**src/rtl/cmx_pkg.sv**
```systemverilog
package cmx_pkg;
  typedef enum logic [1:0] {
    OP_CMP  = 2'd0,
    OP_CMOV = 2'd1,
    OP_CMC  = 2'd2,
    OP_NONE = 2'd3
  } op_kind_e;

  typedef struct packed {
    logic ovf;
    logic sgn;
    logic zro;
    logic aux;
    logic par;
    logic cry;
  } status_t;

  localparam int CF_POS = 0;
  localparam int PF_POS = 2;
  localparam int AF_POS = 4;
  localparam int ZF_POS = 6;
  localparam int SF_POS = 7;
  localparam int OF_POS = 11;

  localparam logic [31:0] FLAGS_INIT = 32'h0000_0002;
  localparam logic [31:0] FLAGS_LIVE = 32'h0000_08D5;
endpackage

```
**src/rtl/cmx_operand_sel.sv**
```systemverilog
module cmx_operand_sel #(
  parameter int DATA_W = 64,
  parameter int IMM_W  = 32
) (
  input  logic [1:0]        size,
  input  logic [DATA_W-1:0] reg_val,
  input  logic              use_imm,
  input  logic [IMM_W-1:0]  imm,
  input  logic              imm_is8,
  output logic [DATA_W-1:0] operand,
  output logic [DATA_W-1:0] width_mask
);
  localparam int BYTE_W = 8;

  logic [DATA_W-1:0] imm_short;
  logic [DATA_W-1:0] imm_long;
  int unsigned       width_bits;

  assign imm_short  = {{(DATA_W-BYTE_W){imm[BYTE_W-1]}}, imm[BYTE_W-1:0]};
  assign imm_long   = {{(DATA_W-IMM_W){imm[IMM_W-1]}}, imm};
  assign width_bits = BYTE_W << size;

  always_comb begin
    if (!use_imm)     operand = reg_val;
    else if (imm_is8) operand = imm_short;
    else              operand = imm_long;
  end

  assign width_mask = {DATA_W{1'b1}} >> (DATA_W - width_bits);
endmodule

```
**src/rtl/cmx_sub_flags.sv**
```systemverilog
module cmx_sub_flags
  import cmx_pkg::*;
#(
  parameter int DATA_W = 64
) (
  input  logic [1:0]        size,
  input  logic [DATA_W-1:0] lhs,
  input  logic [DATA_W-1:0] rhs,
  input  logic [DATA_W-1:0] width_mask,
  output status_t           st
);
  localparam int IDX_W = $clog2(DATA_W);

  logic [DATA_W-1:0] lhs_m, rhs_m, diff, res;
  logic [IDX_W-1:0]  top;
  logic              s_l, s_r, s_d;

  assign lhs_m = lhs & width_mask;
  assign rhs_m = rhs & width_mask;
  assign diff  = lhs_m - rhs_m;
  assign res   = diff & width_mask;
  assign top   = IDX_W'((8 << size) - 1);
  assign s_l   = lhs_m[top];
  assign s_r   = rhs_m[top];
  assign s_d   = res[top];

  always_comb begin
    st.cry = lhs_m < rhs_m;
    st.par = ~^res[7:0];
    st.aux = lhs_m[4] ^ rhs_m[4] ^ diff[4];
    st.zro = (res == '0);
    st.sgn = s_d;
    st.ovf = (s_l ^ s_r) & (s_l ^ s_d);
  end
endmodule

```
**src/rtl/cmx_cond_eval.sv**
```systemverilog
module cmx_cond_eval
  import cmx_pkg::*;
(
  input  logic [3:0]  code,
  input  logic [31:0] flags_now,
  output logic        take
);
  localparam int N_BASE = 8;

  logic [N_BASE-1:0] base;
  logic cf, pf, zf, sf, ov;

  assign cf = flags_now[CF_POS];
  assign pf = flags_now[PF_POS];
  assign zf = flags_now[ZF_POS];
  assign sf = flags_now[SF_POS];
  assign ov = flags_now[OF_POS];

  always_comb begin
    base[0] = ov;
    base[1] = cf;
    base[2] = zf;
    base[3] = cf | zf;
    base[4] = sf;
    base[5] = pf;
    base[6] = sf ^ ov;
    base[7] = zf | (sf ^ ov);
  end

  assign take = base[code[3:1]] ^ code[0];
endmodule

```
**src/rtl/cmx_exec_unit.sv**
```systemverilog
module cmx_exec_unit
  import cmx_pkg::*;
#(
  parameter int DATA_W  = 64,
  parameter int IMM_W   = 32,
  parameter int FLAGS_W = 32
) (
  input  logic              clk,
  input  logic              rst,
  input  logic              op_valid,
  input  logic [1:0]        op_kind,
  input  logic [1:0]        op_size,
  input  logic [DATA_W-1:0] src_a,
  input  logic [DATA_W-1:0] src_b,
  input  logic              use_imm,
  input  logic [IMM_W-1:0]  imm,
  input  logic              imm_is8,
  input  logic [3:0]        cond,
  output logic              wr_en,
  output logic [DATA_W-1:0] wr_data,
  output logic [FLAGS_W-1:0] flags
);
  op_kind_e          kind;
  logic [DATA_W-1:0] rhs, mask;
  status_t           st;
  logic              take;
  logic [FLAGS_W-1:0] cmp_flags;

  assign kind = op_kind_e'(op_kind);

  cmx_operand_sel #(.DATA_W(DATA_W), .IMM_W(IMM_W)) u_opsel (
    .size(op_size), .reg_val(src_b), .use_imm(use_imm), .imm(imm),
    .imm_is8(imm_is8), .operand(rhs), .width_mask(mask)
  );

  cmx_sub_flags #(.DATA_W(DATA_W)) u_sub (
    .size(op_size), .lhs(src_a), .rhs(rhs), .width_mask(mask), .st(st)
  );

  cmx_cond_eval u_cond (
    .code(cond), .flags_now(flags), .take(take)
  );

  always_comb begin
    cmp_flags         = flags;
    cmp_flags[CF_POS] = st.cry;
    cmp_flags[PF_POS] = st.par;
    cmp_flags[AF_POS] = st.aux;
    cmp_flags[ZF_POS] = st.zro;
    cmp_flags[SF_POS] = st.sgn;
    cmp_flags[OF_POS] = st.ovf;
  end

  always_ff @(posedge clk) begin
    if (rst) begin
      flags   <= FLAGS_INIT;
      wr_en   <= 1'b0;
      wr_data <= '0;
    end else begin
      wr_en <= 1'b0;
      if (op_valid) begin
        unique case (kind)
          OP_CMP:  flags <= cmp_flags;
          OP_CMOV: begin
            if (op_size != 2'd0 && take) begin
              wr_en   <= 1'b1;
              wr_data <= src_b & mask;
            end
          end
          OP_CMC:  flags[CF_POS] <= ~flags[CF_POS];
          default: ;
        endcase
      end
    end
  end
endmodule

```
**config.mk**
```make
export PLATFORM = sky130hd
export DESIGN_NAME = cmx_exec_unit
export DESIGN_NICKNAME = d
export VERILOG_FILES = /design/src/rtl/cmx_pkg.sv /design/src/rtl/cmx_operand_sel.sv /design/src/rtl/cmx_sub_flags.sv /design/src/rtl/cmx_cond_eval.sv /design/src/rtl/cmx_exec_unit.sv
export SDC_FILE = /design/constraint.sdc
export NUM_CORES = 1
export LEC_CHECK = 0
export BUFFER_PORTS_ARGS = -buffer_cell sky130_fd_sc_hd__clkbuf_2
export CORE_ASPECT_RATIO = 1.25
export CORE_UTILIZATION = 55
export DETAILED_ROUTE_END_ITERATION = 7
export HOLD_SLACK_MARGIN = 0.03
export PLACE_DENSITY_LB_ADDON = 0.15
export SYNTH_ARGS = -nofsm -noshare
export SYNTH_HDL_FRONTEND = slang
export SYNTH_SLANG_ARGS = --single-unit
```
**constraint.sdc**
```tcl
create_clock -name clk -period 10.5 [get_ports clk]
set_input_delay 1.575 -clock clk [delete_from_list [all_inputs] [get_ports clk]]
set_output_delay 1.575 -clock clk [all_outputs]
set_load 0.05 [all_outputs]
```
==> results.toml, run 1 <==
[worst_setup_path]
cp_max_fo = 88
crit_end = "flags[11]"
worstPathArrival_ns = 6.87
cp-start-kind = "primary input"
endpoint_kind = "flop"
crit_slowest_cell = "buf_4"
crit_type = "primary input to flop"
crit_start = "op_size[1]"
r2r-end = "wr_data[53]"
r2r_slack_ns = 8.07
crit_path_cell_trace = "clkbuf_2 > buf_4 > and2_1 > buf_4 > nor2b_2 > buf_4 > a21oi_1 > ha_1 > a21oi_1 > o21ai_0 > a21oi_1 > o21ai_0 > a221o_1 > a31oi_1 > xnor2_1 > a221o_1 > mux2i_1 > a211oi_1"
crit_required_ns = 10.75
cpPeakStageDelay_ns = 0.58
worst_r2r_path_depth = 10
r2r-start = "flags[11]"

[logic_synthesis]
yosysSeqAreaShare_pct = 15.6
syn_area_um2 = 9110
synth_edf_count = 0
synth_area_leaders = "dfxtp_1 16%, a21oi_1 12%, ha_1 9.5%"
synth_cells = 1340
yosys.area.top_type = "dfxtp_1"
netlist-cell-type-count = 92
yosysWarnings = 0
synth.avg_cell_area_um2 = 6.80
ys_seq_elements = 71
yosys.area.top_type_share_pct = 15.6
synthFlopType = "dfxtp_1"
ys_top_cells_by_count = "220 x a21oi_1, 212 x nand2_1, 74 x clkbuf_1"
async_flop_share_pct = 0
yosysMostFrequentCell = "a21oi_1"

[sta]
fin_crit_ns = 6.63
fin_skew_ns = 0.00375
tightest_slew_ns = 0.851
relSlewSlack_pct = 43.3
fin_setup_tns_ns = 0
finalMaxSlewViolations = 0
hold_viol_final = 0
rsz0062_at_grt = "no"
fmax_mhz = 151
holdWs_ns = 0.449
setup_viol = 0
layout_worst_path_cycle_share_pct = 63.1

[run_status]
outcome = "complete, no violations"

[route]
ant_nets = 0
drt_pass1_iterations = 8
num_vias = 10900
drc = 0
wire_per_inst_um = 20.4
drt-vias-per-instance = 6.36
drt_iter0_drc = 849
finalWirelength_um = 35100

[die]
core_um2 = 16200
io_pins = 270
die_w_um = 117
dieArea_um2 = 17100
rows = 52
dieHeight_um = 146
initial_utilization_pct = 56.2

[clock_network]
cts_max_level = 3
cts_hold_buf = 0
cts_sinks = 71
cts_tree = "done"
cts_setup_buffers = 0
clockBufferDepth = 2
clock-root-buffer = "clkbuf_16"
cts.clk_slew.worst_paths_ns = 0.06
cts_buffers = 9
post_cts_resized = 0
clk_latency_ns = 0.34

[cells_and_area]
antennaDiodeCount = 0
drive_above_1_share_pct = 20.6
num-fill-cells = 1508
finalNetCount = 1741
area_delta_synth_final_pct = 14.1

[pwr]
peakVddDrop_mv = 0.0861
p_leak_nw = 4.66
powerDensity_nw_per_um2 = 121

[global_routing]
antenna_found_initial = 0
grt_pass1_wl_um = 53400
grt-ovfl-total = 0
grt_max_degree = 89
grt_pass1_vias = 10300
grt_usage_pct = 40.6

[flow_run]
drv_cap = 0

[worst_hold_path]
hold_class = "flop to flop"

[place]
place_congestion = 1.07
dp_hpwl_um = 28600
portBuffers = 243
==> cell type report <==
type	instances	area, um^2	area share [%]
multi-input combinational	1142	7010	67.5
timing repair buffer	252	1280	12.3
tap	216	270	2.60
sequential	71	1420	13.7
inverter	22	82.6	0.794
clock inverter	5	81.3	0.782
clock buffer	11	243	2.33
==> how the worst min path moves through the flow <==
stage               slack, ns   startpoint          end  cells past startpoint
floorplan                0.67  wr_data[62]  wr_data[62]                      2
global placement         0.44  wr_data[16]  wr_data[16]                      2
detailed placement       0.44  wr_data[23]  wr_data[23]                      2
CTS                      0.45  wr_data[23]  wr_data[23]                      2
global route             0.47  wr_data[23]  wr_data[23]                      2
finish                   0.45  wr_data[54]  wr_data[54]                      2
==> per-stage QoR <==
step / instances / setup WS (ns) / area (um^2) / total power, mW / util [%]
floorplan: 1364 / 5.41 / 9200 / 0.752 / -
global route: 1719 / 3.60 / 10400 / 1.32 / 64.2
global placement: 1703 / 3.71 / 10100 / 0.909 / 62.2
CTS: 1719 / 3.99 / 10400 / 1.24 / 64.2
detailed placement: 1703 / 3.64 / 10100 / 0.906 / 62.2
finish: 1719 / 3.87 / 10400 / 1.25 / 64.2
==> sequential cells by signal (all words and copies together) (netlist names) <==
signal,flops
wr_en,1
flags,6
wr_data,64
==> report_power, final <==
part | switching [mW] | leakage (nW) | internal, mW | total, mW
Clock | 0.117 | 0.156 | 0.214 | 0.332
Sequential | 0.00367 | 0.573 | 0.274 | 0.278
Combinational | 0.418 | 3.93 | 0.226 | 0.644
==> worst max-delay path, delay by kind of cell <==
kind / cells / cell delay, ns
AOI/OAI and AO/OA: 9 / 2.61
xor gates and xnor gates: 1 / 0.15
adders and majority gates: 1 / 0.39
buffers and inverters: 4 / 1.32
muxes: 1 / 0.13
and+or+nand+nor: 2 / 0.66
==> cells by family after synthesis <==
group	after synthesis	synth area share, %
AND/OR/NAND/NOR	525	28.2
AO/OA/AOI/OAI	458	31.3
buffers and inverters	151	8.50
flip-flops	71	15.6
adder cells (fa/ha/maj)	70	9.70
XOR/XNOR	40	3.85
multiplexers	23	2.77
other	2	0.0824
==> layer usage <==
layer  part of all wire, %  track usage, %
met4                   9.0            31.6
met3                   7.1            8.91
met2                    49            70.6
met5                     0               0
met1                    35            41.2
==> placed cells by master (no fill, tap or decap), types with 34 or more instances in the layout <==
cell      instances
clkbuf_2        243
a21oi_1         220
nand2_1         212
dfxtp_1          71
ha_1             69
nor2_1           66
nand3_1          65
o21ai_0          58
and3_1           40
and2_1           35
o211ai_1         34
No activity file was read; power rests on OpenSTA's default activity.
==> run 2: changes to the inputs <==
--- a/config.mk
+++ b/config.mk
@@ -7,7 +7,7 @@
 export LEC_CHECK = 0
 export BUFFER_PORTS_ARGS = -buffer_cell sky130_fd_sc_hd__clkbuf_2
 export CORE_ASPECT_RATIO = 1.25
-export CORE_UTILIZATION = 55
+export CORE_UTILIZATION = 54
 export DETAILED_ROUTE_END_ITERATION = 7
 export HOLD_SLACK_MARGIN = 0.03
 export PLACE_DENSITY_LB_ADDON = 0.15
==> constraint.sdc (replaced) <==
create_clock -name clk -period 6.2 [get_ports clk]
set_input_delay 0.93 -clock clk [delete_from_list [all_inputs] [get_ports clk]]
set_output_delay 0.93 -clock clk [all_outputs]
set_load 0.05 [all_outputs]
==> run 2 against run 1 <==
Against the previous run: worst setup slack got worse by 2.8 ns; first-iteration DRC count increased by 9.0%; non-clock buffer count increased by 7; clock skew increased by 0.0015 ns; flip-flop and latch count unchanged; critical path depth increased by 1.
==> results.toml, run 2 (synthesized netlist as in run 1, its figures left out) <==
[clock_network]
clk_latency_ns = 0.33
clock-root-buffer = "clkbuf_16"
cts_buffers = 9
cts.clk_slew.worst_paths_ns = 0.05
cts_tree = "done"
cts_max_level = 3
clockBufferDepth = 2
post_cts_resized = 0
cts_setup_buffers = 0
cts_sinks = 71
cts_hold_buf = 0

[cells_and_area]
top_register = "wr_data"
top_regs = "wr_data x64, flags x6, wr_en x1"
largest_reg_flops = 64
antennaDiodeCount = 0
drive_above_1_share_pct = 20.8
finalNetCount = 1748
final_cell_mix = "243 x clkbuf_2, 220 x a21oi_1, 212 x nand2_1, 71 x dfxtp_1, 69 x ha_1"
finish.instance_area_um2 = 10400
layout.cells.most_common = "clkbuf_2"
area_delta_synth_final_pct = 14.2

[sta]
fmax_mhz = 195
fin_crit_ns = 5.12
fin_setup_tns_ns = 0
layout_worst_path_cycle_share_pct = 82.5
relSlewSlack_pct = 48.1
hold_viol_final = 0
tightest_slew_ns = 0.778
rsz0062_at_grt = "no"
finalMaxSlewViolations = 0
fin_skew_ns = 0.00525
setup_viol = 0

[die]
core_um2 = 16300
rows = 52
dieHeight_um = 147
io_pins = 270
initial_utilization_pct = 55.8
die_w_um = 118
dieArea_um2 = 17400

[route]
finalWirelength_um = 35100
drt_pass1_iterations = 5
drc = 0
drt_iter0_drc = 925
wire_per_inst_um = 20.3
ant_nets = 0
num_vias = 10900
drt-vias-per-instance = 6.29

[worst_setup_path]
crit_type = "primary input to flop"
r2r-end = "wr_data[53]"
r2r-start = "flags[11]"
cp_max_fo = 32
worst_r2r_path_depth = 10
crit_required_ns = 6.46
endpoint_kind = "flop"
cp-start-kind = "primary input"
worstPathArrival_ns = 5.38
r2r_slack_ns = 3.74

[pwr]
p_total_mw = 2.03
powerDensity_nw_per_um2 = 195
intPower_mw = 1.13
switching_power_mw = 0.902
share_seq_of_total_power_pct = 23.2
p_leak_nw = 4.66
peakVddDrop_mv = 0.176
p_clk_share_pct = 23.2
switching_share_pct = 44.4
combPwrFrac_pct = 53.6

[flow_run]
drv_cap = 0

[run_status]
outcome = "complete, no violations"

[place]
postPlaceCellArea_um2 = 10100
place_congestion = 1.00
dp_hpwl_um = 28500
portBuffers = 243

[global_routing]
antenna_found_initial = 0
grt_pass1_wl_um = 53200
grt-ovfl-total = 0
grt_pass1_vias = 10300
grt_usage_pct = 38.8
grt_max_degree = 74

[worst_hold_path]
hold_end = "wr_data[42]"
hold_depth = 2
hold_class = "flop to flop"
hp-start = "wr_data[42]"
## run 2: cell types whose count changed in the layout (fill, tap and decap cells not counted)
cell and delta:
buf_4 +6, buf_12 +1, bufinv_16 -2, clkinv_4 -1, clkbuf_1 +1, clkinvlp_4 +1
## run 2: per-stage QoR
stage	setup WS, ns	utilization (%)	hold WS (ns)	instances
after detailed placement	0.799	62.1	0.445	1710
after global placement	0.749	62.1	0.438	1710
final	1.08	63.7	0.450	1725
after global routing	0.802	63.7	0.461	1725
after floorplan	1.75	-	0.671	1364
after CTS	1.13	63.7	0.453	1725
## run 2: critical path, cell delays in order
cell and delay [ns]:
clkbuf_2 0.10, and2_1 0.16, buf_4 0.21, a21oi_1 0.30
nor2_2 0.10, buf_12 0.18, a21oi_1 0.23, ha_1 0.39
a21oi_1 0.25, o21ai_0 0.24, a221oi_1 0.35, o21bai_1 0.13
a211o_1 0.32, nor4_1 0.38, nand4_1 0.13, nor4_1 0.41
and4_1 0.30, nand4_1 0.11, o21ai_1 0.14
## run 2: layout make-up
type	instances	area, um^2
clock buffer	12	246
clock inverter	3	20.0
fill	1584	5930
inverter	22	82.6
multi-input combinational	1142	7010
sequential	71	1420
tap	216	270
timing repair buffer	259	1350
## run 2: power groups by stage
| stage | Sequential [mW] | Clock, mW | Combinational, mW |
|---|---|---|---|
| CTS | 0.471 | 0.473 | 1.06 |
| global route | 0.472 | 0.495 | 1.17 |
| detailed placement | 0.481 | 0 | 1.06 |
| global placement | 0.480 | 0 | 1.06 |
| floorplan | 0.508 | 0 | 0.766 |
| finish | 0.471 | 0.471 | 1.09 |
## run 2: worst max path at each step
| stage | startpoint | end | slack [ns] | cells after the start |
|---|---|---|---|---|
| 2_1_floorplan | op_size[1] | flags[6] | 1.75 | 16 |
| 3_3_place_gp | imm_is8 | flags[6] | 0.75 | 19 |
| 3_5_place_dp | imm_is8 | flags[6] | 0.80 | 19 |
| 4_1_cts | imm_is8 | flags[6] | 1.13 | 19 |
| 5_1_grt | imm_is8 | flags[6] | 0.80 | 19 |
| 6_report | imm_is8 | flags[6] | 1.08 | 19 |
## run 2: layer usage
layer	vias to the layer above	track usage, %	routed length (um)
met3	152	5.28	2040
met2	554	69.2	17200
met4	0	29.9	2980
met1	4972	41.4	12900
li1	5179	-	-
met5	-	0	0
